<file path="config.mk">
export PLATFORM = sky130hd
export DESIGN_NAME = gov_clock_governor
export DESIGN_NICKNAME = d
export VERILOG_FILES = /design/src/rtl/gov_pkg.sv /design/src/rtl/gov_ratio_engine.sv /design/src/rtl/gov_pattern.sv /design/src/rtl/gov_clock_governor.sv
export SDC_FILE = /design/constraint.sdc
export NUM_CORES = 2
export LEC_CHECK = 0
export BUFFER_PORTS_ARGS = -buffer_cell sky130_fd_sc_hd__buf_2
export CORE_ASPECT_RATIO = 0.8
export CORE_MARGIN = 5
export CORE_UTILIZATION = 40
export CTS_CLUSTER_DIAMETER = 50
export DETAILED_ROUTE_END_ITERATION = 12
export GPL_TIMING_DRIVEN = 1
export HOLD_SLACK_MARGIN = 0.15
export PLACE_DENSITY = 0.65
export SYNTH_ARGS = -nofsm -noshare
export SYNTH_HDL_FRONTEND = slang
export SYNTH_SLANG_ARGS = --single-unit
</file>
<file path="constraint.sdc">
create_clock -name clk -period 19.7 [get_ports clk]
set_clock_uncertainty 0.1 [all_clocks]
set_input_delay 3.94 -clock clk [delete_from_list [all_inputs] [get_ports clk]]
set_output_delay 3.94 -clock clk [all_outputs]
set_load 0.02 [all_outputs]
</file>
<file path="src/rtl/gov_pkg.sv">
package gov_pkg;
  typedef enum logic [1:0] {
    GATE_BLOCK     = 2'd0,
    GATE_SPREAD    = 2'd1,
    GATE_ROTATE    = 2'd2,
    GATE_BLOCK_ALT = 2'd3
  } gate_mode_e;

  typedef enum logic [1:0] {
    ENG_IDLE = 2'd0,
    ENG_DIV  = 2'd1,
    ENG_MUL  = 2'd2
  } eng_state_e;
endpackage

</file>
<file path="src/rtl/gov_ratio_engine.sv">
module gov_ratio_engine
  import gov_pkg::*;
#(
  parameter int PWR_W = 16,
  parameter int CNT_W = 16,
  parameter int FRAC  = 8
) (
  input  logic             clk,
  input  logic             rst,
  input  logic             start_i,
  input  logic [PWR_W-1:0] limit_i,
  input  logic [PWR_W-1:0] meas_i,
  input  logic [CNT_W-1:0] avail_i,
  input  logic [CNT_W-1:0] len_i,
  output logic             busy_o,
  output logic             done_o,
  output logic [CNT_W-1:0] budget_o
);
  localparam int DW = PWR_W + FRAC;
  localparam int SW = $clog2(DW + 1);
  localparam int PW = CNT_W + DW;
  localparam int XW = DW + PWR_W + 1;

  eng_state_e       state_q;
  logic [PWR_W-1:0] limit_q, meas_q, rem_q, rem_nx;
  logic [DW-1:0]    dvd_q, quo_q;
  logic [SW-1:0]    step_q;
  logic [PWR_W:0]   rem_sh;
  logic             fits;
  logic [PW-1:0]    prod, scaled;
  logic [CNT_W-1:0] clamped;

  always_comb begin
    rem_sh = {rem_q, dvd_q[DW-1]};
    fits   = rem_sh >= {1'b0, meas_q};
    rem_nx = fits ? PWR_W'(rem_sh - {1'b0, meas_q}) : rem_sh[PWR_W-1:0];
    prod   = PW'(avail_i) * PW'(quo_q);
    scaled = prod >> FRAC;
    if (scaled > PW'(len_i))   clamped = len_i;
    else if (scaled == '0)     clamped = CNT_W'(1);
    else                       clamped = scaled[CNT_W-1:0];
  end

  always_ff @(posedge clk) begin
    if (rst) begin
      state_q  <= ENG_IDLE;
      limit_q  <= '0;
      meas_q   <= '0;
      rem_q    <= '0;
      dvd_q    <= '0;
      quo_q    <= '0;
      step_q   <= '0;
      done_o   <= 1'b0;
      budget_o <= '0;
    end else begin
      done_o <= 1'b0;
      case (state_q)
        ENG_IDLE: if (start_i) begin
          limit_q <= limit_i;
          meas_q  <= meas_i;
          rem_q   <= '0;
          dvd_q   <= {limit_i, {FRAC{1'b0}}};
          step_q  <= SW'(DW);
          if (meas_i == '0) begin
            quo_q   <= '1;
            state_q <= ENG_MUL;
          end else begin
            quo_q   <= '0;
            state_q <= ENG_DIV;
          end
        end
        ENG_DIV: begin
          rem_q  <= rem_nx;
          dvd_q  <= dvd_q << 1;
          quo_q  <= {quo_q[DW-2:0], fits};
          step_q <= step_q - 1'b1;
          if (step_q == SW'(1)) state_q <= ENG_MUL;
        end
        ENG_MUL: begin
          budget_o <= clamped;
          done_o   <= 1'b1;
          state_q  <= ENG_IDLE;
        end
        default: state_q <= ENG_IDLE;
      endcase
    end
  end

  assign busy_o = (state_q != ENG_IDLE);

  logic [XW-1:0] chk_num, chk_lo, chk_hi;
  always_comb begin
    chk_num = XW'({limit_q, {FRAC{1'b0}}});
    chk_lo  = XW'(quo_q) * XW'(meas_q);
    chk_hi  = (XW'(quo_q) + XW'(1)) * XW'(meas_q);
  end

  // the quotient handed to the multiply stage is the exact floor
  assert_quotient_exact_R2: assert property (@(posedge clk) disable iff (rst)
    (state_q == ENG_MUL && meas_q != '0) |-> (chk_lo <= chk_num && chk_hi > chk_num));

  // every result leaves inside [1, L]
  assert_budget_bounds_R4: assert property (@(posedge clk) disable iff (rst)
    done_o |-> (budget_o >= CNT_W'(1) && budget_o <= len_i));
endmodule

</file>
<file path="src/rtl/gov_pattern.sv">
module gov_pattern
  import gov_pkg::*;
#(
  parameter int CNT_W    = 16,
  parameter int RGN_LOG2 = 2
) (
  input  logic                   clk,
  input  logic                   rst,
  input  logic [1:0]             mode_i,
  input  logic                   extend_i,
  input  logic [CNT_W-1:0]       len_i,
  input  logic                   start_nx_i,
  input  logic [CNT_W-1:0]       pos_nx_i,
  input  logic [CNT_W-1:0]       gate_cur_i,
  input  logic [CNT_W-1:0]       gate_nx_i,
  output logic [(1<<RGN_LOG2)-1:0] mem_en_o,
  output logic [(1<<RGN_LOG2)-1:0] core_en_o
);
  localparam int RGN = 1 << RGN_LOG2;

  gate_mode_e       mode;
  logic [CNT_W-1:0] acc_q, acc_nx, win;
  logic [CNT_W:0]   acc_sum;
  logic             spread_gate, block_gate;
  logic [RGN-1:0]   rot_gate, en_nx;

  always_comb begin
    mode        = gate_mode_e'(mode_i);
    win         = len_i >> RGN_LOG2;
    acc_sum     = {1'b0, acc_q} + {1'b0, gate_cur_i};
    if (start_nx_i)                  acc_nx = '0;
    else if (acc_sum >= {1'b0, len_i}) acc_nx = CNT_W'(acc_sum - {1'b0, len_i});
    else                             acc_nx = acc_sum[CNT_W-1:0];
    spread_gate = ({1'b0, acc_nx} + {1'b0, gate_nx_i}) >= {1'b0, len_i};
    block_gate  = pos_nx_i < gate_nx_i;
  end

  for (genvar r = 0; r < RGN; r++) begin : g_region
    localparam int unsigned RIDX = r;
    logic [CNT_W-1:0] offs, q;
    logic [CNT_W:0]   shifted;
    always_comb begin
      offs    = CNT_W'(CNT_W'(RIDX) * win);
      shifted = {1'b0, pos_nx_i} + {1'b0, len_i} - {1'b0, offs};
      q       = (shifted >= {1'b0, len_i}) ? CNT_W'(shifted - {1'b0, len_i})
                                           : shifted[CNT_W-1:0];
      rot_gate[r] = q < gate_nx_i;
      case (mode)
        GATE_SPREAD: en_nx[r] = ~spread_gate;
        GATE_ROTATE: en_nx[r] = ~rot_gate[r];
        default:     en_nx[r] = ~block_gate;
      endcase
    end
  end

  always_ff @(posedge clk) begin
    if (rst) begin
      acc_q     <= '0;
      mem_en_o  <= '1;
      core_en_o <= '1;
    end else begin
      acc_q     <= acc_nx;
      mem_en_o  <= en_nx;
      core_en_o <= extend_i ? en_nx : '1;
    end
  end

  // the diffusion remainder never reaches the interval length
  assert_acc_below_len_R7: assert property (@(posedge clk) disable iff (rst)
    acc_q < len_i);

  // core enables stay free when not extended
  assert_core_free_R9: assert property (@(posedge clk) disable iff (rst)
    !extend_i |=> (core_en_o == '1));

  // core enables follow memory enables when extended
  assert_core_follows_R9: assert property (@(posedge clk) disable iff (rst)
    extend_i |=> (core_en_o == mem_en_o));
endmodule

</file>
<file path="src/rtl/gov_clock_governor.sv">
module gov_clock_governor
  import gov_pkg::*;
#(
  parameter int CNT_W    = 16,
  parameter int PWR_W    = 16,
  parameter int FRAC     = 8,
  parameter int RGN_LOG2 = 2
) (
  input  logic                     clk,
  input  logic                     rst,
  input  logic [CNT_W-1:0]         interval_len_i,
  input  logic [PWR_W-1:0]         power_limit_i,
  input  logic                     sample_valid_i,
  input  logic [PWR_W-1:0]         sample_power_i,
  input  logic [1:0]               gate_mode_i,
  input  logic                     extend_core_i,
  output logic [(1<<RGN_LOG2)-1:0] mem_clk_en_o,
  output logic [(1<<RGN_LOG2)-1:0] core_clk_en_o
);
  logic [CNT_W-1:0] pos_q, pos_nx, avail_q, avail_nx, pend_q;
  logic [CNT_W-1:0] gate_cur, gate_nx, eng_budget;
  logic             pend_v_q, last_pos, eng_busy, eng_done, eng_start;

  always_comb begin
    last_pos  = (pos_q == interval_len_i - 1'b1);
    pos_nx    = last_pos ? '0 : pos_q + 1'b1;
    avail_nx  = (last_pos && pend_v_q) ? pend_q : avail_q;
    gate_cur  = interval_len_i - avail_q;
    gate_nx   = interval_len_i - avail_nx;
    eng_start = sample_valid_i && !eng_busy;
  end

  always_ff @(posedge clk) begin
    if (rst) begin
      pos_q    <= '0;
      avail_q  <= interval_len_i;
      pend_q   <= '0;
      pend_v_q <= 1'b0;
    end else begin
      pos_q   <= pos_nx;
      avail_q <= avail_nx;
      if (last_pos && pend_v_q) pend_v_q <= 1'b0;
      if (eng_done) begin
        pend_q   <= eng_budget;
        pend_v_q <= 1'b1;
      end
    end
  end

  gov_ratio_engine #(.PWR_W(PWR_W), .CNT_W(CNT_W), .FRAC(FRAC)) ratio_i (
    .clk      (clk),
    .rst      (rst),
    .start_i  (eng_start),
    .limit_i  (power_limit_i),
    .meas_i   (sample_power_i),
    .avail_i  (avail_q),
    .len_i    (interval_len_i),
    .busy_o   (eng_busy),
    .done_o   (eng_done),
    .budget_o (eng_budget)
  );

  gov_pattern #(.CNT_W(CNT_W), .RGN_LOG2(RGN_LOG2)) pattern_i (
    .clk        (clk),
    .rst        (rst),
    .mode_i     (gate_mode_i),
    .extend_i   (extend_core_i),
    .len_i      (interval_len_i),
    .start_nx_i (last_pos),
    .pos_nx_i   (pos_nx),
    .gate_cur_i (gate_cur),
    .gate_nx_i  (gate_nx),
    .mem_en_o   (mem_clk_en_o),
    .core_en_o  (core_clk_en_o)
  );

  // the budget only moves on the cycle after an interval's last position
  assert_budget_moves_at_boundary_R5: assert property (@(posedge clk) disable iff (rst)
    !$stable(avail_q) |-> $past(last_pos));

  // a full budget never gates a memory region
  assert_full_budget_no_gating_R1: assert property (@(posedge clk) disable iff (rst)
    (avail_q == interval_len_i) |-> (mem_clk_en_o == '1));

  // the budget in force stays in range
  assert_budget_range_R4: assert property (@(posedge clk) disable iff (rst)
    (avail_q >= CNT_W'(1) && avail_q <= interval_len_i));
endmodule

</file>
* Word-level counts from Yosys, hierarchy flattened *
Index checks and enable logic that the tools add are counted.

storage, ports and cells
  latch bits = 0
  input port bits = 54
  output and inout port bits = 8
  memories kept = 0
  bits in writable memories = 0
  flip-flop bits (word level) = 177
  word-level logic and storage cells = 107
  memory bits (read-only) = 0

operators by class
  bitwise operators = 7
  mux-type cells = 32
  reductions and logical operators = 13
  shift-type cells = 0
  equal/unequal tests = 8
  magnitude comparators = 13
  divide/modulo/power cells = 0
  multiply operators = 2
  add/sub/neg operators = 17

operator list
  operator                                                              count
  16-bit 2-to-1 mux                                                     13
  16-bit subtractor                                                     8
  17-bit by 16-bit greater-or-equal comparator with 1-bit output        7
  24-bit one-hot mux with 2 select lines                                2
  16-bit less-than comparator                                           5
  24-bit 2-to-1 mux                                                     3
  16-bit by 16-bit adder with 17-bit output                             3
  40-bit zero test                                                      1
  16-bit by 24-bit multiplier with 40-bit output                        1
  32-bit by 16-bit greater-than comparator with 1-bit output            1
  16-bit one-hot mux with 2 select lines                                1
  17-bit by 14-bit subtractor with 17-bit output                        1
  17-bit by 15-bit subtractor with 17-bit output                        1
  17-bit by 16-bit subtractor with 17-bit output                        1
  16-bit by 1-bit adder with 16-bit output, second input constant       1
  16-bit equality test                                                  1
  16-bit zero test                                                      1
  2-bit by 14-bit multiplier with 16-bit output, first input constant   1
  16-bit by 1-bit subtractor with 16-bit output, second input constant  1
  5-bit one-hot mux with 2 select lines                                 1
  1-bit one-hot mux with 2 select lines                                 4
  1-bit NOT                                                             7
  2-bit 2-to-1 mux                                                      3
  2-bit AND reduction                                                   3
  other kinds (14)                                                      21

* Logic depth before layout (Yosys ltp) *
  depth in word-level cells = 10
  depth in mapped cells = 56
  gate-level depth less buffers = 54

* Hierarchy *
From an unflattened synthesis, not the netlist that was laid out.

second synthesis, totals
  cells, all modules = 4172
  area, all modules = 33662.3 um^2

by module, submodules not included
  module              instances  cells each  area an instance (um^2)
  gov_ratio_engine    1          2101        17909.7
  gov_pattern         1          1534        11537.3
  gov_clock_governor  1          537         4215.3

* Worst setup path after synthesis *
No wires, ideal clock.

  path kind = input-to-reg
  start point = input port interval_len_i[1]
  end point = register pattern_i.core_en_o[3]
  stages on the path = 47
  arrival time = 14057 ps
  path buffers = 4
  library setup time = 126 ps
  path slack = 5416 ps
  cell sequence = inv_1 -> ha_1 -> nand4_1 -> or3_1 -> a2111o_1 -> nor4_2 -> and3_1 -> buf_2 -> clkbuf_1 -> clkbuf_1 -> nor2_1 -> ha_1 -> fa_1 -> nand3_1 -> a211oi_1 -> nor4_1 -> a21oi_1 -> a21oi_1 -> [11 not listed] -> ha_1 -> nand3_1 -> nor2_1 -> a221o_1 -> a221o_1 -> o41ai_1 -> nand2_1 -> clkbuf_1 -> mux2_2 -> ha_1 -> and3_1 -> nand4_1 -> nor3_1 -> a221oi_1 -> o21ai_0 -> a21oi_1 -> o211a_1 -> o21ai_0

on the way
  longest elaborated chain between the ends = 10

RTL lines
  element                                                                                              line                      text
  start, declared                                                                                      gov_clock_governor.sv:11  input logic [CNT_W-1:0] interval_len_i,
  16-bit by 1-bit subtractor with 16-bit output *                                                      gov_clock_governor.sv:25  last_pos = (pos_q == interval_len_i - 1'b1);
  16-bit equality test *                                                                               gov_clock_governor.sv:25
  16-bit 2-to-1 mux *                                                                                  gov_clock_governor.sv:26  pos_nx = last_pos ? '0 : pos_q + 1'b1;
  via pattern_i.pos_nx_i[0]                                                                            gov_pattern.sv:13         input logic [CNT_W-1:0] pos_nx_i,
  16-bit by 16-bit adder with 17-bit output                                                            gov_pattern.sv:44         shifted = {1'b0, pos_nx_i} + {1'b0, len_i} - {1'b0, offs};
  17-bit by 16-bit subtractor with 17-bit output                                                       gov_pattern.sv:44
  16-bit subtractor or 17-bit by 16-bit greater-or-equal comparator with 1-bit output (tied branches)  gov_pattern.sv:45         q = (shifted >= {1'b0, len_i}) ? CNT_W'(shifted - {1'b0, len_i})
  16-bit 2-to-1 mux                                                                                    gov_pattern.sv:45
  16-bit less-than comparator                                                                          gov_pattern.sv:47         rot_gate[r] = q < gate_nx_i;
  1-bit NOT                                                                                            gov_pattern.sv:50         GATE_ROTATE: en_nx[r] = ~rot_gate[r];
  1-bit one-hot mux with 2 select lines *                                                              gov_pattern.sv:48         case (mode)
  end signal, assigned                                                                                 gov_pattern.sv:64         core_en_o <= extend_i ? en_nx : '1;
  end, declared                                                                                        gov_pattern.sv:17         output logic [(1<<RGN_LOG2)-1:0] core_en_o

Mark *: on every way through the listed nets, which the timed path passes. The rest lies on a longest branch.
A chain may end at the register's enable or synchronous reset.

* Worst setup path in the final report *
  start point = input port interval_len_i[6]
  end point = register pattern_i.core_en_o[3]

Same word-level chain as after synthesis.

==> impl_results.html <==
<table>
<tr><th>Metric</th><th>Value</th></tr>
<tr><th colspan="2">Outcome</th></tr>
<tr><td>Outcome</td><td>finished, final reports clean</td></tr>
<tr><th colspan="2">Yosys</th></tr>
<tr><td>Area fraction in and, or, nand and nor cells after synthesis</td><td>between 10% and 20%</td></tr>
<tr><td>Arithmetic-cell share of the synthesized area counting full adders, half adders and majority gates</td><td>37.3%</td></tr>
<tr><td>Dominant combinational cell family by area after synthesis</td><td>adder cells</td></tr>
<tr><td>Most frequently used cell type in the post-synthesis netlist</td><td>sky130_fd_sc_hd__inv_1</td></tr>
<tr><td>Register area share after synthesis</td><td>between 10 and 15%</td></tr>
<tr><td>Area fraction in compound gates after synthesis</td><td>15.0%</td></tr>
<tr><td>#FFs+latches synth</td><td>between 150 and 200</td></tr>
<tr><td>Post-synth ARST share</td><td>0%</td></tr>
<tr><td>Post-synthesis mux area share</td><td>a little over 4%</td></tr>
<tr><td>Number of enable flip-flop cells after synthesis</td><td>0</td></tr>
<tr><td>Main synth FF type</td><td>sky130_fd_sc_hd__dfxtp_1</td></tr>
<tr><td>Number of nets produced by synthesis</td><td>between 4000 and 5000</td></tr>
<tr><td>Cell accounting for the most synthesized area</td><td>sky130_fd_sc_hd__fa_1</td></tr>
<tr><td>Leading post-synthesis cells by cell area</td><td>sky130_fd_sc_hd__fa_1 20%, sky130_fd_sc_hd__ha_1 17%, sky130_fd_sc_hd__dfxtp_1 10%, sky130_fd_sc_hd__inv_1 6.4%, sky130_fd_sc_hd__nand2_1 4.3%</td></tr>
<tr><td>Unique cell type count in the Yosys netlist</td><td>85</td></tr>
<tr><td>Cell count after synthesis</td><td>~4100</td></tr>
<tr><td>Most frequent cells after synthesis</td><td>563 x sky130_fd_sc_hd__inv_1, 451 x sky130_fd_sc_hd__ha_1, 382 x sky130_fd_sc_hd__nand2_1</td></tr>
<tr><td>Portion of synthesized cell area occupied by the leading cell type</td><td>about 20%</td></tr>
<tr><td>Post-synthesis share of cell area spent on xor and xnor gates</td><td>6.04%</td></tr>
<tr><td>Synthesized area per cell</td><td>about 8.1 µm²</td></tr>
<tr><td>Syn Std Cell Area</td><td>33000 µm²</td></tr>
<tr><td>Yosys synthesis warning count</td><td>0</td></tr>
<tr><th colspan="2">STA</th></tr>
<tr><td>Relative max-transition margin</td><td>between 10% and 20%</td></tr>
<tr><td>Setup TNS after final layout</td><td>0 ns</td></tr>
<tr><td>Worst Max-Slew Pin Slew</td><td>1.23 ns</td></tr>
<tr><td>Final min period</td><td>approximately 16 ns</td></tr>
<tr><td>Final-report setup violation count</td><td>0</td></tr>
<tr><td>Final count of hold timing violations</td><td>0</td></tr>
<tr><td>FMAX</td><td>roughly 60 MHz</td></tr>
<tr><td>Final worst-path setup slack</td><td>about 3.5 ns</td></tr>
<tr><td>RSZ-0062 raised after global routing</td><td>false</td></tr>
<tr><td>Final-report max-slew violation count</td><td>0</td></tr>
<tr><td>Share of the clock period used by the worst path</td><td>82.1%</td></tr>
<tr><th colspan="2">Clock network</th></tr>
<tr><td>Post-CTS clock slew at the launch and capture registers of the worst setup and hold paths</td><td>roughly 0.08 ns</td></tr>
<tr><td># hold bufs at CTS</td><td>0</td></tr>
<tr><td>Maximum clock path buffer count</td><td>2</td></tr>
<tr><td>Clock tree from TritonCTS</td><td>yes</td></tr>
<tr><td># clock sinks</td><td>roughly 170</td></tr>
<tr><td>CTS H-tree depth</td><td>4</td></tr>
<tr><td>Total CTS buffers</td><td>17</td></tr>
<tr><td>Post-CTS repair timing setup buffer count</td><td>0</td></tr>
<tr><td>Post-cts resize count</td><td>0</td></tr>
<tr><td>Master cell of the clock root buffer</td><td>sky130_fd_sc_hd__clkbuf_16</td></tr>
<tr><td>Source-to-sink clock delay at the later pin of the worst-skew pair</td><td>slightly below 0.5 ns</td></tr>
<tr><th colspan="2">Setup path</th></tr>
<tr><td>Critical setup path kind</td><td>in -&gt; reg</td></tr>
<tr><td>Capturing element type of the critical path</td><td>flop</td></tr>
<tr><td>Required time worst endpoint</td><td>between 15 and 20 ns</td></tr>
<tr><td>Worst Setup Start Kind</td><td>input port</td></tr>
<tr><td>Critical path fanouts, max</td><td>45</td></tr>
<tr><td>Slowest cell on the critical path</td><td>sky130_fd_sc_hd__o41ai_1</td></tr>
<tr><td>Largest stage delay on the critical path</td><td>1.06 ns</td></tr>
<tr><td>Most frequent CP cell</td><td>sky130_fd_sc_hd__ha_1</td></tr>
<tr><td>Arrival time at the worst endpoint</td><td>around 16 ns</td></tr>
<tr><th colspan="2">Floorplan</th></tr>
<tr><td>Top-level I/O count</td><td>just over 60</td></tr>
<tr><td>Core ar.</td><td>between 80000 and 90000 µm²</td></tr>
<tr><td>Starting utilization of the core area</td><td>around 40%</td></tr>
<tr><td>Total die area</td><td>88300 µm²</td></tr>
<tr><td>Core Rows</td><td>94</td></tr>
<tr><td>Floorplan die width</td><td>between 300 and 400 µm</td></tr>
<tr><td>Die H</td><td>~270 µm</td></tr>
<tr><th colspan="2">Placed design</th></tr>
<tr><td>HPWL after detailed placement</td><td>roughly 80000 µm</td></tr>
<tr><td>Setup WS pre-CTS</td><td>3.50 ns</td></tr>
<tr><td>GP Congestion</td><td>about 0.97</td></tr>
<tr><td>Port Buf Inserts</td><td>between 60 and 70</td></tr>
<tr><td>Placed Cells</td><td>5167</td></tr>
<tr><th colspan="2">GRT</th></tr>
<tr><td>Number of global-route vias before repair</td><td>between 20000 and 30000</td></tr>
<tr><td>GRT Util Overall</td><td>a little under a quarter</td></tr>
<tr><td>Number of antenna violations at the first check in global routing</td><td>4</td></tr>
<tr><td>Wire length of the first global-routing pass</td><td>roughly 160000 µm</td></tr>
<tr><td>Largest net degree at the start of global routing</td><td>56</td></tr>
<tr><td>Residual overflow from global routing</td><td>0</td></tr>
<tr><th colspan="2">Final layout</th></tr>
<tr><td>Final net count</td><td>slightly below 5000</td></tr>
<tr><td>Number of filler cells placed in the layout</td><td>a little over 8000</td></tr>
<tr><td>Utilization of the core after routing</td><td>43.0%</td></tr>
<tr><td>Fraction of final layout cells with drive strength greater than 1</td><td>5.69%</td></tr>
<tr><td>Multi-input gate area</td><td>around 27000 µm²</td></tr>
<tr><td>Layout-stage area growth over the synthesis result</td><td>6.78%</td></tr>
<tr><td>Final cell count without fillers</td><td>approximately 5200</td></tr>
<tr><td>Register area</td><td>between 3000 and 4000 µm²</td></tr>
<tr><th colspan="2">Drt</th></tr>
<tr><td>Residual antenna-violating net count after detailed routing</td><td>0</td></tr>
<tr><td>1st-pass router iterations</td><td>8</td></tr>
<tr><td>DRT iter0 DRCs</td><td>between 2000 and 3000</td></tr>
<tr><td>DR vias/cell</td><td>~5.5</td></tr>
<tr><td>Wire per inst</td><td>between 15 and 20 µm</td></tr>
<tr><td>Detailed-route wire length</td><td>101000 µm</td></tr>
<tr><td>DR vias</td><td>28800</td></tr>
<tr><td>DRC violation count after routing</td><td>0</td></tr>
<tr><th colspan="2">Power</th></tr>
<tr><td>Total chip power</td><td>between 0.003 and 0.004 W</td></tr>
<tr><td>Max IR drop VDD</td><td>153 µV</td></tr>
<tr><td>Leakage Power</td><td>roughly 17 nW</td></tr>
<tr><td>Total power divided by cell area</td><td>~110 nW/µm²</td></tr>
<tr><th colspan="2">Hold path</th></tr>
<tr><td>Worst min-delay path category</td><td>reg -&gt; reg</td></tr>
<tr><th colspan="2">Flow run</th></tr>
<tr><td>Number of max-cap violations</td><td>0</td></tr>
</table>
[worst max-delay path, delay by kind of cell]
family	cells	cell delay [ns]
AO/OA/AOI/OAI	15	4.22
buffers and inverters	6	1.53
multiplexers	1	0.53
adder cells (fa/ha/maj)	6	2.20
AND/OR/NAND/NOR	14	3.25
XOR/XNOR	2	0.78
[area by class of cell]
cell class	count	share of cell area (%)
multi-input combinational	3207	76.5
antenna	3	0.0213
clock buffer	19	1.29
tap	1104	3.92
inverter	564	6.01
sequential	169	9.61
timing repair buffer	123	2.20
clock inverter	13	0.419
[per-stage QoR]
stage          hold slack, ns  instance area (µm²)
3_3_place_gp            0.345                34600
6_report                0.356                35200
2_1_floorplan           0.336                33000
4_1_cts                 0.358                35200
5_1_grt                 0.376                35200
3_5_place_dp            0.347                34600
[metal layers]
metal	part of all wire, %	vias to the layer above	global-route usage, %
li1	-	13700	-
met1	49	13900	35.8
met2	40	1141	32.3
met3	9.9	86	5.74
met4	1.2	0	3.19
met5	0	-	0
[state kept, by name, summed over array words and instances (netlist names), 2 cells and up]
register             count
avail_q                 16
ratio_i.budget_o        16
ratio_i.rem_q           16
ratio_i.quo_q           24
pattern_i.acc_q         16
ratio_i.state_q          2
ratio_i.meas_q          16
pattern_i.mem_en_o       4
ratio_i.step_q           5
ratio_i.dvd_q           16
pos_q                   16
pend_q                  16
pattern_i.core_en_o      4
[power by group]
group	leakage (nW)	switching [W]	internal [W]	total (W)
clock network	0.301	0.000175	0.000187	0.000362
logic	15.0	0.00182	0.00132	0.00315
registers	1.38	0.0000283	0.000388	0.000416
total	16.7	0.00203	0.00190	0.00392
[cell usage in the layout, fill, tap and decap left out, types with 14 or more instances in the layout]
master and instances:
sky130_fd_sc_hd__a211oi_1 34, sky130_fd_sc_hd__a21boi_0 28, sky130_fd_sc_hd__a21o_1 75, sky130_fd_sc_hd__a21oi_1 232, sky130_fd_sc_hd__a22oi_1 30, sky130_fd_sc_hd__a31oi_1 35
sky130_fd_sc_hd__and2_1 226, sky130_fd_sc_hd__and3_1 29, sky130_fd_sc_hd__buf_2 60, sky130_fd_sc_hd__buf_4 63, sky130_fd_sc_hd__clkbuf_16 17, sky130_fd_sc_hd__dfxtp_1 169
sky130_fd_sc_hd__fa_1 331, sky130_fd_sc_hd__ha_1 451, sky130_fd_sc_hd__inv_1 563, sky130_fd_sc_hd__mux2_2 31, sky130_fd_sc_hd__mux2i_1 83, sky130_fd_sc_hd__nand2_1 382
sky130_fd_sc_hd__nand2b_1 36, sky130_fd_sc_hd__nand3_1 87, sky130_fd_sc_hd__nand4_1 45, sky130_fd_sc_hd__nor2_1 298, sky130_fd_sc_hd__nor2b_1 46, sky130_fd_sc_hd__nor3_1 69
sky130_fd_sc_hd__nor4_1 15, sky130_fd_sc_hd__o211ai_1 14, sky130_fd_sc_hd__o21a_1 16, sky130_fd_sc_hd__o21ai_0 154, sky130_fd_sc_hd__o21bai_1 31, sky130_fd_sc_hd__or3_1 22
sky130_fd_sc_hd__xnor2_1 158, sky130_fd_sc_hd__xor2_1 63
[cell families after synthesis]
| logic type | after synthesis |
|---|---|
| and+or+nand+nor | 1307 |
| adders and majority gates | 785 |
| AOI/OAI and AO/OA | 767 |
| buffers and inverters | 703 |
| xor gates and xnor gates | 224 |
| DFF | 169 |
| muxes | 124 |
[worst paths after layout]
kind / from / to / slack (ns) / depth (start not counted)
setup / recovery: interval_len_i[6] / pattern_i.core_en_o[3] / 3.52 / 44
hold / removal: ratio_i.meas_q[13] / ratio_i.meas_q[13] / 0.36 / 2
setup reg to reg: avail_q[0] / pattern_i.mem_en_o[2] / 7.14 / 54
hold reg to reg: ratio_i.meas_q[13] / ratio_i.meas_q[13] / 0.36 / 2
No activity file was read; power rests on OpenSTA's default activity.
